### src/rtl/mdm_pkg.sv
package mdm_pkg;

    // untranslated page-offset width used for the clash check
    localparam int unsigned PAGE_OFS_W = 12;

    // two operations must stay ordered when either is I/O, or when one
    // is a load and the other a store
    function automatic logic must_order(input logic st_a, input logic io_a,
                                        input logic st_b, input logic io_b);
        return io_a | io_b | (st_a ^ st_b);
    endfunction

endpackage

### src/rtl/mdm_offset_cmp.sv
// Pairwise page-offset comparator: flags pairs whose accesses cannot overlap.
module mdm_offset_cmp #(
    parameter int unsigned N     = 4,
    parameter int unsigned OFS_W = 12
) (
    input  logic [N-1:0]            avld,
    input  logic [N-1:0]            is_io,
    input  logic [N-1:0][OFS_W-1:0] ofs,
    output logic [N-1:0][N-1:0]     drop
);
    for (genvar i = 0; i < N; i++) begin : g_row
        for (genvar j = 0; j < N; j++) begin : g_col
            assign drop[i][j] = avld[i] & avld[j] & ~is_io[i] & ~is_io[j]
                              & (ofs[i] != ofs[j]);
        end
    end
endmodule

### src/rtl/mdm_issue_mask.sv
// Row of dependency bits for a newly issued operation.
module mdm_issue_mask
    import mdm_pkg::*;
#(
    parameter int unsigned N    = 4,
    localparam int unsigned ID_W = (N > 1) ? $clog2(N) : 1
) (
    input  logic [N-1:0]    busy,
    input  logic [N-1:0]    is_st,
    input  logic [N-1:0]    is_io,
    input  logic [ID_W-1:0] new_id,
    input  logic            new_st,
    input  logic            new_io,
    input  logic            retire_vld,
    input  logic [ID_W-1:0] retire_id,
    output logic [N-1:0]    mask
);
    always_comb begin
        mask = '0;
        for (int j = 0; j < N; j++) begin
            if (busy[j] && (ID_W'(j) != new_id)
                && !(retire_vld && (retire_id == ID_W'(j)))
                && must_order(new_st, new_io, is_st[j], is_io[j])) begin
                mask[j] = 1'b1;
            end
        end
    end
endmodule

### src/rtl/mem_dep_matrix.sv
module mem_dep_matrix
    import mdm_pkg::*;
#(
    parameter int unsigned NUM_UNITS = 4,
    parameter int unsigned ADDR_W    = 32,
    parameter int unsigned OFS_W     = PAGE_OFS_W,
    localparam int unsigned ID_W     = (NUM_UNITS > 1) ? $clog2(NUM_UNITS) : 1
) (
    input  logic                 clk,
    input  logic                 rst_n,
    input  logic                 iss_vld,
    input  logic [ID_W-1:0]      iss_id,
    input  logic                 iss_store,
    input  logic                 iss_io,
    input  logic                 adr_vld,
    input  logic [ID_W-1:0]      adr_id,
    input  logic [ADDR_W-1:0]    adr_val,
    input  logic                 done_vld,
    input  logic [ID_W-1:0]      done_id,
    output logic [NUM_UNITS-1:0] ready
);
    localparam int unsigned N = NUM_UNITS;

    typedef struct packed {
        logic [N-1:0]            busy;
        logic [N-1:0]            is_st;
        logic [N-1:0]            is_io;
        logic [N-1:0]            avld;
        logic [N-1:0][OFS_W-1:0] ofs;
        logic [N-1:0][N-1:0]     dep;   // dep[i][j]: unit i waits on unit j
    } state_t;

    state_t st_d, st_q;

    logic [N-1:0][N-1:0] drop;
    logic [N-1:0]        new_row;

    mdm_offset_cmp #(.N(N), .OFS_W(OFS_W)) u_cmp (
        .avld (st_q.avld),
        .is_io(st_q.is_io),
        .ofs  (st_q.ofs),
        .drop (drop)
    );

    mdm_issue_mask #(.N(N)) u_mask (
        .busy      (st_q.busy),
        .is_st     (st_q.is_st),
        .is_io     (st_q.is_io),
        .new_id    (iss_id),
        .new_st    (iss_store),
        .new_io    (iss_io),
        .retire_vld(done_vld),
        .retire_id (done_id),
        .mask      (new_row)
    );

    always_comb begin
        st_d = st_q;

        // early relaxation from the offset check
        for (int i = 0; i < N; i++) begin
            st_d.dep[i] = st_q.dep[i] & ~drop[i];
        end

        // completion frees row and column
        if (done_vld) begin
            st_d.busy[done_id] = 1'b0;
            st_d.avld[done_id] = 1'b0;
            st_d.dep[done_id]  = '0;
            for (int i = 0; i < N; i++) begin
                st_d.dep[i][done_id] = 1'b0;
            end
        end

        // address capture for a busy unit
        if (adr_vld && st_q.busy[adr_id]) begin
            st_d.avld[adr_id] = 1'b1;
            st_d.ofs[adr_id]  = adr_val[OFS_W-1:0];
        end

        // issue: new row, empty column, address not yet known
        if (iss_vld) begin
            st_d.busy[iss_id]  = 1'b1;
            st_d.is_st[iss_id] = iss_store;
            st_d.is_io[iss_id] = iss_io;
            st_d.avld[iss_id]  = 1'b0;
            st_d.dep[iss_id]   = new_row;
            for (int i = 0; i < N; i++) begin
                st_d.dep[i][iss_id] = 1'b0;
            end
        end
    end

    always_ff @(posedge clk) begin
        if (!rst_n) begin
            st_q <= '0;
        end else begin
            st_q <= st_d;
        end
    end

    always_comb begin
        for (int i = 0; i < N; i++) begin
            ready[i] = st_q.busy[i] & ~(|st_q.dep[i]);
        end
    end

endmodule

### config.mk
export PLATFORM = sky130hd
export DESIGN_NAME = mem_dep_matrix
export DESIGN_NICKNAME = d
export VERILOG_FILES = /design/src/rtl/mdm_pkg.sv /design/src/rtl/mdm_offset_cmp.sv /design/src/rtl/mdm_issue_mask.sv /design/src/rtl/mem_dep_matrix.sv
export SDC_FILE = /design/constraint.sdc
export NUM_CORES = 1
export LEC_CHECK = 0
export BUFFER_PORTS_ARGS = -buffer_cell sky130_fd_sc_hd__buf_2
export CORE_UTILIZATION = 27
export CTS_CLUSTER_DIAMETER = 50
export DETAILED_ROUTE_END_ITERATION = 10
export GPL_ROUTABILITY_DRIVEN = 1
export GPL_TIMING_DRIVEN = 1
export PLACE_DENSITY = 0.48
export SLEW_MARGIN = 20
export SYNTH_ARGS = -nofsm -noshare
export SYNTH_HDL_FRONTEND = slang
export SYNTH_HIERARCHICAL = 1
export SYNTH_SLANG_ARGS = --single-unit
export TNS_END_PERCENT = 1
### constraint.sdc
create_clock -name clk -period 1.6 [get_ports clk]
set_input_delay 0.4 -clock clk [delete_from_list [all_inputs] [get_ports clk]]
set_output_delay 0.4 -clock clk [all_outputs]
set_load 0.02 [all_outputs]
==> impl_metrics.tcl, run 1 <==
set metrics [dict create \
    cp_max_fo 2 \
    insertion_delay_ns 0.33 \
    synth_commonest_cells "123 x nand2_1, 80 x dfxtp_1, 75 x xnor2_1" \
    clock_sinks 80 \
    yosys.cell_types.count 48 \
    synth.most_common_cell "nand2_1" \
    slowest_stage "dfxtp_1" \
    rows 44 \
    clock-root-buffer "clkbuf_16" \
    cp-startpoint "st_q[14]" \
    wl_per_cell_um 15.98 \
    dieArea_mm2 0.01573 \
    synth-edff-count 0 \
    fin_setup_tns_ns -0.1813 \
    critPathKind "register to primary output" \
    grt_pass1_wl_um 19820 \
    vias 3791 \
    finalHoldViolCount 0 \
    ios 49 \
    dpl-instance-area_mm2 0.004878 \
    ys_ff_latch 80 \
    antenna_cells 0 \
    grt_max_degree 28 \
    timing.final.ws_setup_ns -0.07063 \
    cts_setup_buffers 0 \
    grt.overflow.total 0 \
    nets 635 \
    ys.flop_type "dfxtp_1" \
    timing.rr.end "st_q[12]" \
    drv_slew 0 \
    die_h_um 125.4 \
    io_buffers 28 \
    finalSetupViolCount 4 \
    ir_drop_mv 0.5444 \
    grt_pass1_vias 3728 \
    cts-buffers-inserted 9 \
    finalNonFillerCells 778 \
    syn_to_final_growth_pct 29.49 \
    wl_um 12430 \
    hold_buffers 0 \
    drt-initial-drc-count 202 \
    drive_gt1_frac 0.2542 \
    dp_cells 763 \
    r2r_cells 7 \
    violations "setup timing" \
    finalPower_mw 4.323 \
    htree_levels 3 \
    gp_congestion 0.8326 \
    async_flop_share 0 \
    status "finished, violations left" \
    grt_antenna_before_repair 0 \
    synth.top_cell.area_share 0.3895 \
    p_leak_nw 1.782 \
    firstDrtPassIters 6 \
    cts_tree "yes" \
    critPathBufInv 1 \
    yosysSeqAreaShare 0.3895 \
    rsz0062_at_grt "true" \
    reg2reg_setup_slack_ns -0.04 \
    avgSynthCellArea_um2 8.062 \
    yosys_warnings 6 \
    period_share 1.044 \
    start_util 0.2797 \
    critPathLaunchType "register" \
    path_clk_slew_ns 0.06 \
    utilization 0.3622 \
    core-area_mm2 0.01470 \
    ys_top_cells_by_area "dfxtp_1 39%, xnor2_1 16%, nand2_1 11%, a21oi_1 8.3%, nand4_1 2.9%" \
    dp_slack_ns -0.1074 \
    clockBufferDepth 2 \
    hp-start "adr_val[1]" \
    cp.required_ns 1.20 \
    cp-end-kind "primary output" \
    drc 0 \
    clock_skew_ns 0.006576 \
    hold_ws_ns 0.3249 \
    syn-cell-area_mm2 0.004111 \
    fin_area_mm2 0.005324 \
    min_path_cells 3 \
    ant_nets 0 \
    synth_cells 510 \
    synth_top_area_cell "dfxtp_1" \
    critPathArrivalTime_ns 1.27 \
    power_density_mw_per_mm2 812.0 \
    hold_path_class "input port to register" \
    avgViaCountPerCell 4.873 \
    crit_family "simple AND/OR/NAND/NOR gates" \
    timing.final.crit_period_ns 1.671 \
    die_w_um 125.4 \
    crit_path_max_incr_delay_ns 0.33 \
    path_cells "nor4_2 > and2_1 > buf_4" \
    grt.total_usage 0.1634 \
    dp_hpwl_um 9003 \
    fmax_ghz 0.5986 \
    maxCapViolations 0 \
]
-- kinds of logic (layout without fill, tap and decap cells) --
| logic type | Yosys count | count (layout) | share of synthesized area |
|---|---|---|---|
| compound gates | 93 | 93 | 0.1321 |
| mux | 2 | 2 | 0.004869 |
| xor+xnor | 77 | 77 | 0.1659 |
| flops | 80 | 80 | 0.3895 |
| buf+inv | 36 | 117 | 0.04352 |
| other cells | 1 | 4 | 0.0009121 |
| simple gates | 221 | 221 | 0.2632 |
-- area by class of cell --
class | count | area, µm²
clock inverter | 1 | 5.005
inverter | 11 | 41.29
sequential | 80 | 1624
multi-input combinational | 397 | 2502
clock buffer | 14 | 244.0
tap | 184 | 230.2
timing repair buffer | 91 | 676.9
fill | 1507 | 9375
-- worst max path at each step --
stage / depth (start not counted) / endpoint / slack, ns
2_1_floorplan: 2 / ready[1] / 0.16
3_3_place_gp: 7 / st_q[12] / -0.05
3_5_place_dp: 7 / st_q[12] / -0.11
4_1_cts: 5 / ready[0] / -0.08
5_1_grt: 7 / st_q[12] / -0.16
6_report: 3 / ready[3] / -0.07
-- power breakdown --
| group | switching (mW) | internal, mW |
|---|---|---|
| sequential | 0.0256 | 2.02 |
| combinational | 0.249 | 0.198 |
| clock | 0.789 | 1.04 |
| total | 1.06 | 3.26 |
-- what timing repair did --
item / in CTS / in global routing
pin swaps: 1 / 7
setup endpoints to repair: 8 / 15
gates resized for setup: 15 / 32
-- per-layer routing --
layer  up-vias  routed length, µm  global-route usage
met2        77               5691              0.2590
met4         0                138             0.05237
li1       1902                  -                   -
met1      1803               6014              0.2254
met5         -                  0                   0
met3         9                586             0.02739
-- worst min-delay path, cell delays in order --
cell and delay [ns]:
buf_2 0.12, nand2_1 0.05, a21oi_1 0.05
-- layout by cell type, fill, tap and decap left out, drive strengths merged, types with 2 or more instances in the layout --
| cell | n |
|---|---|
| nand2 | 123 |
| a2111oi | 2 |
| and3b | 4 |
| and4b | 2 |
| mux2i | 2 |
| buf | 91 |
| nor3 | 20 |
| and2 | 2 |
| a32oi | 2 |
| o21ai | 8 |
| nand4b | 7 |
| inv | 11 |
| dfxtp | 80 |
| nand3 | 3 |
| nor4 | 3 |
| nor2b | 2 |
| o2111ai | 2 |
| nor3b | 2 |
| o21a | 2 |
| conb | 4 |
| nor2 | 14 |
| nor4b | 3 |
| nand2b | 9 |
| clkbuf | 14 |
| xnor2 | 76 |
| nand3b | 3 |
| a21oi | 69 |
| nand4 | 19 |
No activity file was read; power rests on OpenSTA's default activity.
==> run 2, diff against run 1 <==
--- a/config.mk
+++ b/config.mk
@@ -8,6 +8,7 @@
 export BUFFER_PORTS_ARGS = -buffer_cell sky130_fd_sc_hd__buf_2
 export CORE_UTILIZATION = 27
 export CTS_CLUSTER_DIAMETER = 50
+export CTS_CLUSTER_SIZE = 14
 export DETAILED_ROUTE_END_ITERATION = 10
 export GPL_ROUTABILITY_DRIVEN = 1
 export GPL_TIMING_DRIVEN = 1
@@ -15,6 +16,5 @@
 export SLEW_MARGIN = 20
 export SYNTH_ARGS = -nofsm -noshare
 export SYNTH_HDL_FRONTEND = slang
-export SYNTH_HIERARCHICAL = 1
 export SYNTH_SLANG_ARGS = --single-unit
 export TNS_END_PERCENT = 1
==> impl_metrics.tcl, run 2 <==
set metrics [dict create \
    timing.final.crit_period_ns 1.566 \
    ys_top_cells_by_area "dfxtp_1 39%, xor2_1 16%, nand2_1 12%, a21boi_0 10%, nor4_1 2.9%" \
    critPathKind "register to register" \
    io_buffers 28 \
    cts-buffers-inserted 9 \
    yosys.cell_types.count 42 \
    power_density_mw_per_mm2 862.9 \
    wl_per_cell_um 16.12 \
    grt_antenna_before_repair 0 \
    ant_nets 0 \
    fillerInstances 1503 \
    die_w_um 125.3 \
    synth_commonest_cells "127 x nand2_1, 80 x dfxtp_1, 77 x xor2_1" \
    syn_to_final_growth_pct 24.83 \
    critPathArrivalTime_ns 1.83 \
    dp_hpwl_um 8689 \
    clockBufferDepth 2 \
    fmax_ghz 0.6386 \
    grt_pass1_wl_um 18970 \
    timing.rr.end "st_q[4]" \
    ios 49 \
    relSlewSlack 0.7155 \
    yosysSeqAreaShare 0.3905 \
    tightest_slew_ns 0.4267 \
    syn-cell-area_mm2 0.004101 \
    hold_path_class "input port to register" \
    multiInputGateArea_mm2 0.002489 \
    yosys_warnings 0 \
    die_h_um 125.3 \
    intPower_mw 3.377 \
    wl_um 11850 \
    dieArea_mm2 0.01569 \
    synth.top_cell.area_share 0.3905 \
    rsz0062_at_grt "true" \
    grt.overflow.total 0 \
    layout_commonest_cell "nand2_1" \
    avgSynthCellArea_um2 8.370 \
    synth_cells 490 \
    r2r_cells 6 \
    drv_slew 0 \
    p_seq_frac 0.466 \
    ys_ff_latch 80 \
    firstDrtPassIters 7 \
    clock_skew_ns 0.005901 \
    avgViaCountPerCell 4.839 \
    comb_power_share 0.083 \
    clkPwrFrac 0.451 \
    grt_pass1_vias 3445 \
    critPathLaunchType "register" \
    reg2reg_setup_slack_ns 0.03 \
    status "complete, no violations" \
    async_flop_share 0 \
    cp_max_fo 3 \
    antenna_cells 0 \
    ir_drop_mv 0.3866 \
    synth-edff-count 0 \
    vias 3557 \
    drt-initial-drc-count 155 \
    p_leak_nw 2.314 \
    path_clk_slew_ns 0.06 \
    grt.total_usage 0.1563 \
    grt_max_degree 33 \
    synth_top_area_cell "dfxtp_1" \
    finalHoldViolCount 0 \
    hold_ws_ns 0.3420 \
    rows 44 \
    synth.most_common_cell "nand2_1" \
    switching_power_mw 1.041 \
    cts_tree "yes" \
    core-area_mm2 0.01470 \
    ys.flop_type "dfxtp_1" \
    period_share 0.9787 \
    cp.required_ns 1.87 \
    clock-root-buffer "clkbuf_16" \
    drc 0 \
    seqCellArea_mm2 0.001632 \
    cp-end-kind "register" \
    maxCapViolations 0 \
    swShare 0.2356 \
    start_util 0.2790 \
    htree_levels 3 \
    syn-num-nets 535 \
    clock_sinks 80 \
    gp_congestion 0.8228 \
    crit_end "st_q[4]" \
    dp_slack_ns -0.1015 \
    drive_gt1_frac 0.2414 \
    nets 591 \
    finalSetupViolCount 0 \
    insertion_delay_ns 0.33 \
    timing.final.ws_setup_ns 0.03403 \
    layout_common_cells "127 x nand2_1, 75 x xor2_1, 56 x a21boi_0, 56 x dfxtp_1, 40 x buf_4" \
]
## run 2: worst min path at each step
stage / start / end / slack, ns / depth (start not counted)
2_1_floorplan: st_q[15] / st_q[15] / 0.40 / 2
3_3_place_gp: st_q[15] / st_q[15] / 0.42 / 2
3_5_place_dp: st_q[15] / st_q[15] / 0.42 / 2
4_1_cts: adr_val[2] / register / 0.33 / 3
5_1_grt: adr_val[2] / register / 0.34 / 3
6_report: adr_val[2] / register / 0.34 / 3
## run 2: kinds of logic after synthesis
| kind of cell | count (synthesis) | share of synthesized area |
|---|---|---|
| mux | 4 | 0.009762 |
| simple gates | 206 | 0.2306 |
| compound gates | 96 | 0.1748 |
| flops | 80 | 0.3905 |
| buf+inv | 26 | 0.02776 |
| xor+xnor | 78 | 0.1666 |
## run 2: timing repair
action / in CTS / in global routing
hold endpoints to repair: 0 / 0
buffers inserted: 0 / 0
pin swaps: 8 / 9
resized for setup: 25 / 21
setup endpoints to repair: 9 / 14
hold buffers: 0 / 0
## run 2: power by group through the flow
| stage | combinational, mW | clock, mW | sequential (mW) |
|---|---|---|---|
| after floorplan | 0.203 | 0 | 2.09 |
| after global placement | 0.351 | 0 | 2.10 |
| after detailed placement | 0.354 | 0 | 2.10 |
| after CTS | 0.362 | 2.05 | 2.06 |
| after global routing | 0.402 | 2.13 | 2.06 |
| final | 0.368 | 1.99 | 2.06 |
## run 2: routing by layer
layer,up-vias,part of all wire,track usage
met5,-,0,0
met1,1715,0.50,0.2164
li1,1770,-,-
met2,61,0.45,0.2442
met3,11,0.030,0.02311
met4,0,0.017,0.06026
## run 2: area by class of cell
type / instances / area share
Inverter: 3 / 0.002199
Multi-Input combinational cell: 384 / 0.4861
Tap cell: 184 / 0.04497
Sequential cell: 80 / 0.3187
Timing Repair Buffer: 68 / 0.09189
Clock inverter: 7 / 0.01222
Clock buffer: 9 / 0.04399
## run 2: through the flow
stage	instances	cell area, µm²	power [mW]	setup TNS [ns]	util
global placement	719	4695	2.448	-0.1175	0.3194
detailed placement	719	4695	2.452	-0.2160	0.3194
floorplan	490	4101	2.293	0	-
CTS	735	5052	4.472	0	0.3437
global route	735	5120	4.595	-0.1304	0.3483
finish	735	5120	4.418	0	0.3483
## run 2: worst max-delay path, cell delays in order (launching register included)
cell and delay, ns:
dfxtp_2 0.34, buf_4 0.14, xor2_1 0.15, nor4_1 0.31, a31oi_1 0.22, nand3b_1 0.21
a21oi_1 0.13
